File: src/rtl/dbm_pkg.sv
package dbm_pkg;

    localparam int CTL_W    = 32;
    localparam int MASK_W   = 6;
    localparam int LD_BIT   = 30;
    localparam int ST_BIT   = 31;

    typedef enum logic [1:0] {
        SZ_BYTE = 2'd0,
        SZ_HALF = 2'd1,
        SZ_WORD = 2'd2,
        SZ_WIDE = 2'd3
    } acc_size_e;

    typedef struct packed {
        logic              st_en;
        logic              ld_en;
        logic [MASK_W-1:0] mask;
    } ctl_fields_t;

    function automatic ctl_fields_t decode_ctl(input logic [CTL_W-1:0] ctl);
        ctl_fields_t f;
        f.st_en = ctl[ST_BIT];
        f.ld_en = ctl[LD_BIT];
        f.mask  = ctl[MASK_W-1:0];
        return f;
    endfunction

    // Clears the low bits that an access of the given size spans.
    function automatic logic [MASK_W-1:0] size_align(input acc_size_e sz);
        logic [MASK_W-1:0] m;
        case (sz)
            SZ_BYTE: m = 6'h3f;
            SZ_HALF: m = 6'h3e;
            default: m = 6'h3c;
        endcase
        return m;
    endfunction

endpackage

File: src/rtl/dbm_slot.sv
module dbm_slot
    import dbm_pkg::*;
#(
    parameter int ADDR_W = 32
) (
    input  logic [ADDR_W-1:0] acc_addr_i,
    input  logic [1:0]        acc_size_i,
    input  logic              acc_store_i,
    input  logic [ADDR_W-1:0] bp_addr_i,
    input  logic [CTL_W-1:0]  bp_ctl_i,
    output logic              match_o
);

    ctl_fields_t       fld;
    logic [MASK_W-1:0] cmp_mask;
    logic              low_eq;
    logic              high_eq;
    logic              dir_en;
    logic              unused_ctl_bits;

    assign fld             = decode_ctl(bp_ctl_i);
    assign unused_ctl_bits = ^bp_ctl_i[LD_BIT-1:MASK_W];

    always_comb begin
        cmp_mask = fld.mask & size_align(acc_size_e'(acc_size_i));
        low_eq   = ((acc_addr_i[MASK_W-1:0] ^ bp_addr_i[MASK_W-1:0]) & cmp_mask) == '0;
        high_eq  = acc_addr_i[ADDR_W-1:MASK_W] == bp_addr_i[ADDR_W-1:MASK_W];
        dir_en   = acc_store_i ? fld.st_en : fld.ld_en;
        match_o  = dir_en && low_eq && high_eq;
    end

    always_comb begin

        dir_gate_chk: assert (!match_o || (acc_store_i ? bp_ctl_i[ST_BIT] : bp_ctl_i[LD_BIT]));
    end

endmodule

File: src/rtl/dbm_prio.sv
module dbm_prio #(
    parameter int N     = 2,
    parameter int IDX_W = 1
) (
    input  logic [N-1:0]     req_i,
    output logic             any_o,
    output logic [IDX_W-1:0] idx_o
);

    always_comb begin
        any_o = 1'b0;
        idx_o = '0;
        for (int i = N - 1; i >= 0; i--) begin
            if (req_i[i]) begin
                any_o = 1'b1;
                idx_o = IDX_W'(i);
            end
        end
    end

    always_comb begin

        lowest_win_chk: assert (!any_o || (req_i[idx_o] &&
                         ((req_i & ((N'(1) << idx_o) - N'(1))) == '0)));
    end

endmodule

File: src/rtl/dbm_matcher.sv
module dbm_matcher
    import dbm_pkg::*;
#(
    parameter int ADDR_W = 32,
    parameter int NUM_BP = 2,
    localparam int IDX_W = (NUM_BP > 1) ? $clog2(NUM_BP) : 1
) (
    input  logic                     clk,
    input  logic                     rst,
    input  logic                     acc_valid_i,
    input  logic [ADDR_W-1:0]        acc_addr_i,
    input  logic [1:0]               acc_size_i,
    input  logic                     acc_store_i,
    input  logic [NUM_BP*ADDR_W-1:0] bp_addr_i,
    input  logic [NUM_BP*CTL_W-1:0]  bp_ctl_i,
    output logic                     hit_o,
    output logic [IDX_W-1:0]         hit_idx_o
);

    logic [NUM_BP-1:0] slot_match;
    logic [NUM_BP-1:0] slot_req;
    logic              any_hit;
    logic [IDX_W-1:0]  win_idx;

    for (genvar g = 0; g < NUM_BP; g++) begin : g_slot
        dbm_slot #(.ADDR_W(ADDR_W)) u_slot (
            .acc_addr_i (acc_addr_i),
            .acc_size_i (acc_size_i),
            .acc_store_i(acc_store_i),
            .bp_addr_i  (bp_addr_i[g*ADDR_W +: ADDR_W]),
            .bp_ctl_i   (bp_ctl_i[g*CTL_W +: CTL_W]),
            .match_o    (slot_match[g])
        );
    end

    assign slot_req = slot_match & {NUM_BP{acc_valid_i}};

    dbm_prio #(.N(NUM_BP), .IDX_W(IDX_W)) u_prio (
        .req_i(slot_req),
        .any_o(any_hit),
        .idx_o(win_idx)
    );

    always_ff @(posedge clk) begin
        if (rst) begin
            hit_o     <= 1'b0;
            hit_idx_o <= '0;
        end else begin
            hit_o     <= any_hit;
            hit_idx_o <= any_hit ? win_idx : '0;
        end
    end


    hit_after_valid_chk: assert property (@(posedge clk) disable iff (rst)
        hit_o |-> $past(acc_valid_i));


    idle_idx_zero_chk: assert property (@(posedge clk) disable iff (rst)
        !hit_o |-> hit_idx_o == '0);


    zero_ctl_never_wins_chk: assert property (@(posedge clk) disable iff (rst)
        (acc_valid_i && bp_ctl_i[CTL_W-1:0] == '0) |=> (!hit_o || hit_idx_o != '0));

endmodule

File: config.mk
export PLATFORM = sky130hd
export DESIGN_NAME = dbm_matcher
export DESIGN_NICKNAME = d
export VERILOG_FILES = /design/src/rtl/dbm_pkg.sv /design/src/rtl/dbm_slot.sv /design/src/rtl/dbm_prio.sv /design/src/rtl/dbm_matcher.sv
export SDC_FILE = /design/constraint.sdc
export NUM_CORES = 1
export LEC_CHECK = 0
export BUFFER_PORTS_ARGS = -buffer_cell sky130_fd_sc_hd__buf_2
export CORE_AREA = 2 2 64 66
export DETAILED_ROUTE_END_ITERATION = 10
export DIE_AREA = 0 0 66 68
export PLACE_DENSITY = 0.75
export SYNTH_ARGS = -nofsm -noshare
export SYNTH_HDL_FRONTEND = slang
export SYNTH_HIERARCHICAL = 1
export SYNTH_SLANG_ARGS = --single-unit
File: constraint.sdc
create_clock -name clk -period 2 [get_ports clk]
set_clock_uncertainty 0.05 [all_clocks]
set_input_delay 0.2 -clock clk [delete_from_list [all_inputs] [get_ports clk]]
set_output_delay 0.2 -clock clk [all_outputs]
set_load 0.02 [all_outputs]
After elaboration in Yosys (flattened, before gate mapping) --
Cells that the tools add are included.
Cells by class: add/subtract/negate cells 0, multiply operators 0, div/mod/pow operators 0, magnitude comparators 0, equal/unequal tests 3, shift-type cells 0, multiplexer cells 5, bitwise logic cells 8, reductions and logical operators 8
Operators with widths (count):
- equality test 26 bit | 2
- AND 6 bit | 4
- zero test 6 bit | 2
- XOR 6 bit | 2
- logical AND 1 bit | 4
- 2-to-1 mux 1 bit | 4
- one-hot mux 2 bit (2 select lines) | 1
- OR reduction 3 bit | 1
- AND 2 bit | 1
- equality test 2 x 1 -> 1 bit, second input constant | 1
- zero test 2 bit | 1
- inverter 1 bit | 1
Storage, ports and cells: register bits after elaboration 2, latch bits 0, memory bits (writable) 0, bits in read-only memories 0, bits of input ports 166, output and inout port bits 2, logic and storage cells 26, memories kept 0

Longest topological paths before layout --
depth in word-level cells 12, mapped depth 7, mapped depth without buffers 7

Modules after synthesis --
The synthesis kept the hierarchy.
By module, submodules not included:
- dbm_slot | instances 2, cells each 48, area each 414.1 sq um, sequential area each 0.0 sq um
- dbm_matcher | instances 1, cells each 6, area each 67.6 sq um, sequential area each 40.0 sq um
- dbm_prio | instances 1, cells each 2, area each 15.0 sq um, sequential area each 0.0 sq um

Least setup slack after synthesis --
No wires, ideal clock.
kind input to register, from input bp_addr_i[14], to register hit_idx_o, library setup time 0.116 ns, arrival 1.347 ns, required time 1.834 ns, slack 0.487 ns, stages 7, buffers on the path 0, cell sequence xor2_1 nor4_2 nand4_1 nor3_2 and2_1 and2b_2 and3b_1
Between the ends: word-level cells in the longest chain between the ends 6
RTL lines:
- start: declaration | line dbm_matcher.sv:14 | input logic [NUM_BP*ADDR_W-1:0] bp_addr_i,
- equality test 26 bit * | line dbm_slot.sv:27 | high_eq = acc_addr_i[ADDR_W-1:MASK_W] == bp_addr_i[ADDR_W-1:MASK_W];
- logical AND 1 bit * | line dbm_slot.sv:29 | match_o = dir_en && low_eq && high_eq;
- named net slot_match[0] | line dbm_matcher.sv:20 | logic [NUM_BP-1:0] slot_match;
- AND 2 bit * | line dbm_matcher.sv:36 | assign slot_req = slot_match & {NUM_BP{acc_valid_i}};
- named net slot_req[0] | line dbm_matcher.sv:21 | logic [NUM_BP-1:0] slot_req;
- 2-to-1 mux 1 bit | line dbm_prio.sv:14 | if (req_i[i]) begin
- inverter 1 bit (no source line)
- OR reduction 3 bit (no source line) *
- end signal: assignment | line dbm_matcher.sv:50 | hit_idx_o <= any_hit ? win_idx : '0;
- end: declaration | line dbm_matcher.sv:17 | output logic [IDX_W-1:0] hit_idx_o
Mark *: on every way through the listed nets, which the timed path passes. The rest lies on a longest branch. A chain may end at the register's enable or synchronous reset.

Worst setup path in the final report --
from input bp_addr_i[30], to register hit_idx_o
The elaborated chain is that of the path after synthesis.

==> flow_metrics.tcl <==
set metrics [dict create \
    status "completed" \
    layout_commonest_cell "buf_2" \
    cts_setup_buffers 0 \
    dr_wl_met3_um 329 \
    power_density_nw_per_um2 300 \
    ctsHtreeMaxLevel 1 \
    yosys.area_share.simple 0.242 \
    ys_seq_elements 2 \
    syn_inst 104 \
    required_ns 2.05 \
    core-area_sq_um 3860 \
    synth_xor_area_frac 0.615 \
    final_cell_mix "buf_2 (119), xor2_1 (64), nor4_2 (8), a22oi_1 (4), nor4_1 (4)" \
    yosys-top-cells-area "xor2_1 (62%), nor4_2 (11%), dfxtp_1 (4.4%), a22oi_1 (3.3%), nor4_1 (2.7%)" \
    startpoint_type "input pin" \
    gr-usage-all-layers 0.126 \
    period_share 0.776 \
    setup_viol 0 \
    holdBufCountCts 0 \
    die_w_um 66 \
    firstDrtPassIters 4 \
    layout_min_cycle_time_ns 1.55 \
    wl_met2_mm 1.64 \
    max_freq_ghz 0.644 \
    post_drt_wl_per_cell_um 10.9 \
    cts_tree "yes" \
    switching_share 0.336 \
    leakage_nw 0.859 \
    cts-root-buf "clkbuf_8" \
    maxUsedRoutingLayer "met4" \
    dieArea_sq_um 4490 \
    power.internal_mw 0.321 \
    finalSetupTns_ns 0 \
    io_pins 168 \
    ys_warn_count 6 \
    clkPwrFrac 0.336 \
    cts_resized 0 \
    start_util 0.236 \
    area_growth_pct 76.8 \
    antennaDiodeCount 0 \
    cts_buffer_depth 2 \
    port_buffers 119 \
    ant_nets 0 \
    cp.arrival_ns 1.61 \
    drt-met1-wl_um 980 \
    combPwrFrac 0.581 \
    place_congestion 0.727 \
    ys_types 18 \
    grt_max_degree 3 \
    routed_via_density 4.40 \
    maxSlewViolCount 0 \
    finish.utilization 0.418 \
    path_max_fanout 2 \
    hold_viol_final 0 \
    place_hpwl_mm 2.84 \
    critPathCaptureType "flop" \
    grt_pass1_vias 1150 \
    fin_nets 394 \
    synth-compound-area-share 0.0687 \
    grt_pass1_wl_mm 4.28 \
    wirelength_mm 3.00 \
    synth_area_leader_cell "xor2_1" \
    synth_fa_ha_area_frac 0 \
    min_path_type "input pin to flop" \
    netlist_area_sq_um 911 \
    die_h_um 68 \
    synthMuxAreaShare 0.0220 \
    cts_sinks 2 \
    path_clk_slew_ns 0.03 \
    routed-via-count 1214 \
    netlist.area_leader.share 0.615 \
    numCtsBuffers 3 \
    p_seq_frac 0.083 \
    slew_headroom 0.772 \
    antenna_found_initial 0 \
    critPathKind "input pin to flop" \
    synth_top_family_by_area "XOR/XNOR gates" \
    grt-ovfl-total 0 \
    rows 23 \
    drc_errors 0 \
    vdd.ir_drop.worst_v 0.0000908 \
    drt_iter0_drc 19 \
    drive_gt1_frac 0.588 \
    switching_power_mw 0.163 \
    hold_ws_ns 0.105 \
    cap_viol_max_count 0 \
    tightest_slew_ns 0.338 \
    syn_nets 270 \
    rsz0062_at_grt "false" \
    synth.avg_cell_area_sq_um 8.76 \
    seq_area_frac_synth 0.0440 \
]
[cell families after synthesis]
| family | count (synthesis) |
|---|---|
| AOI/OAI and AO/OA | 8 |
| buffers and inverters | 2 |
| muxes | 2 |
| xor gates and xnor gates | 64 |
| DFF | 2 |
| and+or+nand+nor | 26 |
[metal layers]
metal  GRT usage  vias up
met5           0        -
met4      0.0638        0
met3      0.0164        5
met2       0.260       81
met1       0.121      518
li1            -      610
[worst max-delay path: stages]
cell and delay, ns:
buf_2 0.10, xor2_1 0.16, nor4_2 0.31, nand4_1 0.17, nor3_2 0.16, and2_1 0.14, and2b_2 0.20, and3b_1 0.16
[power groups by stage]
stage	logic, mW	clock network, mW	registers, mW
floorplan	0.121	0	0.0407
global placement	0.277	0	0.0407
detailed placement	0.284	0	0.0407
CTS	0.285	0.169	0.0402
global route	0.310	0.179	0.0402
finish	0.281	0.163	0.0402
[path summary, 6_finish.rpt]
path,from,endpoint,slack (ns),depth (start not counted)
setup / recovery,bp_addr_i[30],hit_idx_o,0.45,8
hold / removal,rst,hit_o,0.11,2
[state kept, by name (all words and copies together) (netlist names)]
name,count
hit_o,1
hit_idx_o,1
[synthesized netlist by cell type (all sizes together)]
| cell | n |
|---|---|
| mux2i | 2 |
| nor2b | 1 |
| nand4 | 2 |
| nor4 | 12 |
| dfxtp | 2 |
| a32oi | 2 |
| nand3 | 2 |
| and2b | 1 |
| o211ai | 2 |
| and2 | 2 |
| xor2 | 64 |
| a22oi | 4 |
| nor3 | 4 |
| or2 | 1 |
| and3b | 1 |
| inv | 2 |
[area by class of cell]
class / count / area (sq um)
clock buffers: 3 / 41.3
fillers: 400 / 2250
inverters: 2 / 7.51
multi-input cells: 100 / 863
flip-flops and latches: 2 / 40.0
well taps: 50 / 62.6
repair buffers: 119 / 596
[per-stage QoR]
stage	setup WS (ns)	power [mW]	cell area (sq um)	cells
after global routing	0.310	0.529	1610	276
final	0.448	0.484	1610	276
after CTS	0.397	0.495	1610	276
after floorplan	0.487	0.162	911	104
after detailed placement	0.167	0.325	1570	273
after global placement	0.184	0.318	1570	273
(Power assumes the default switching activity.)
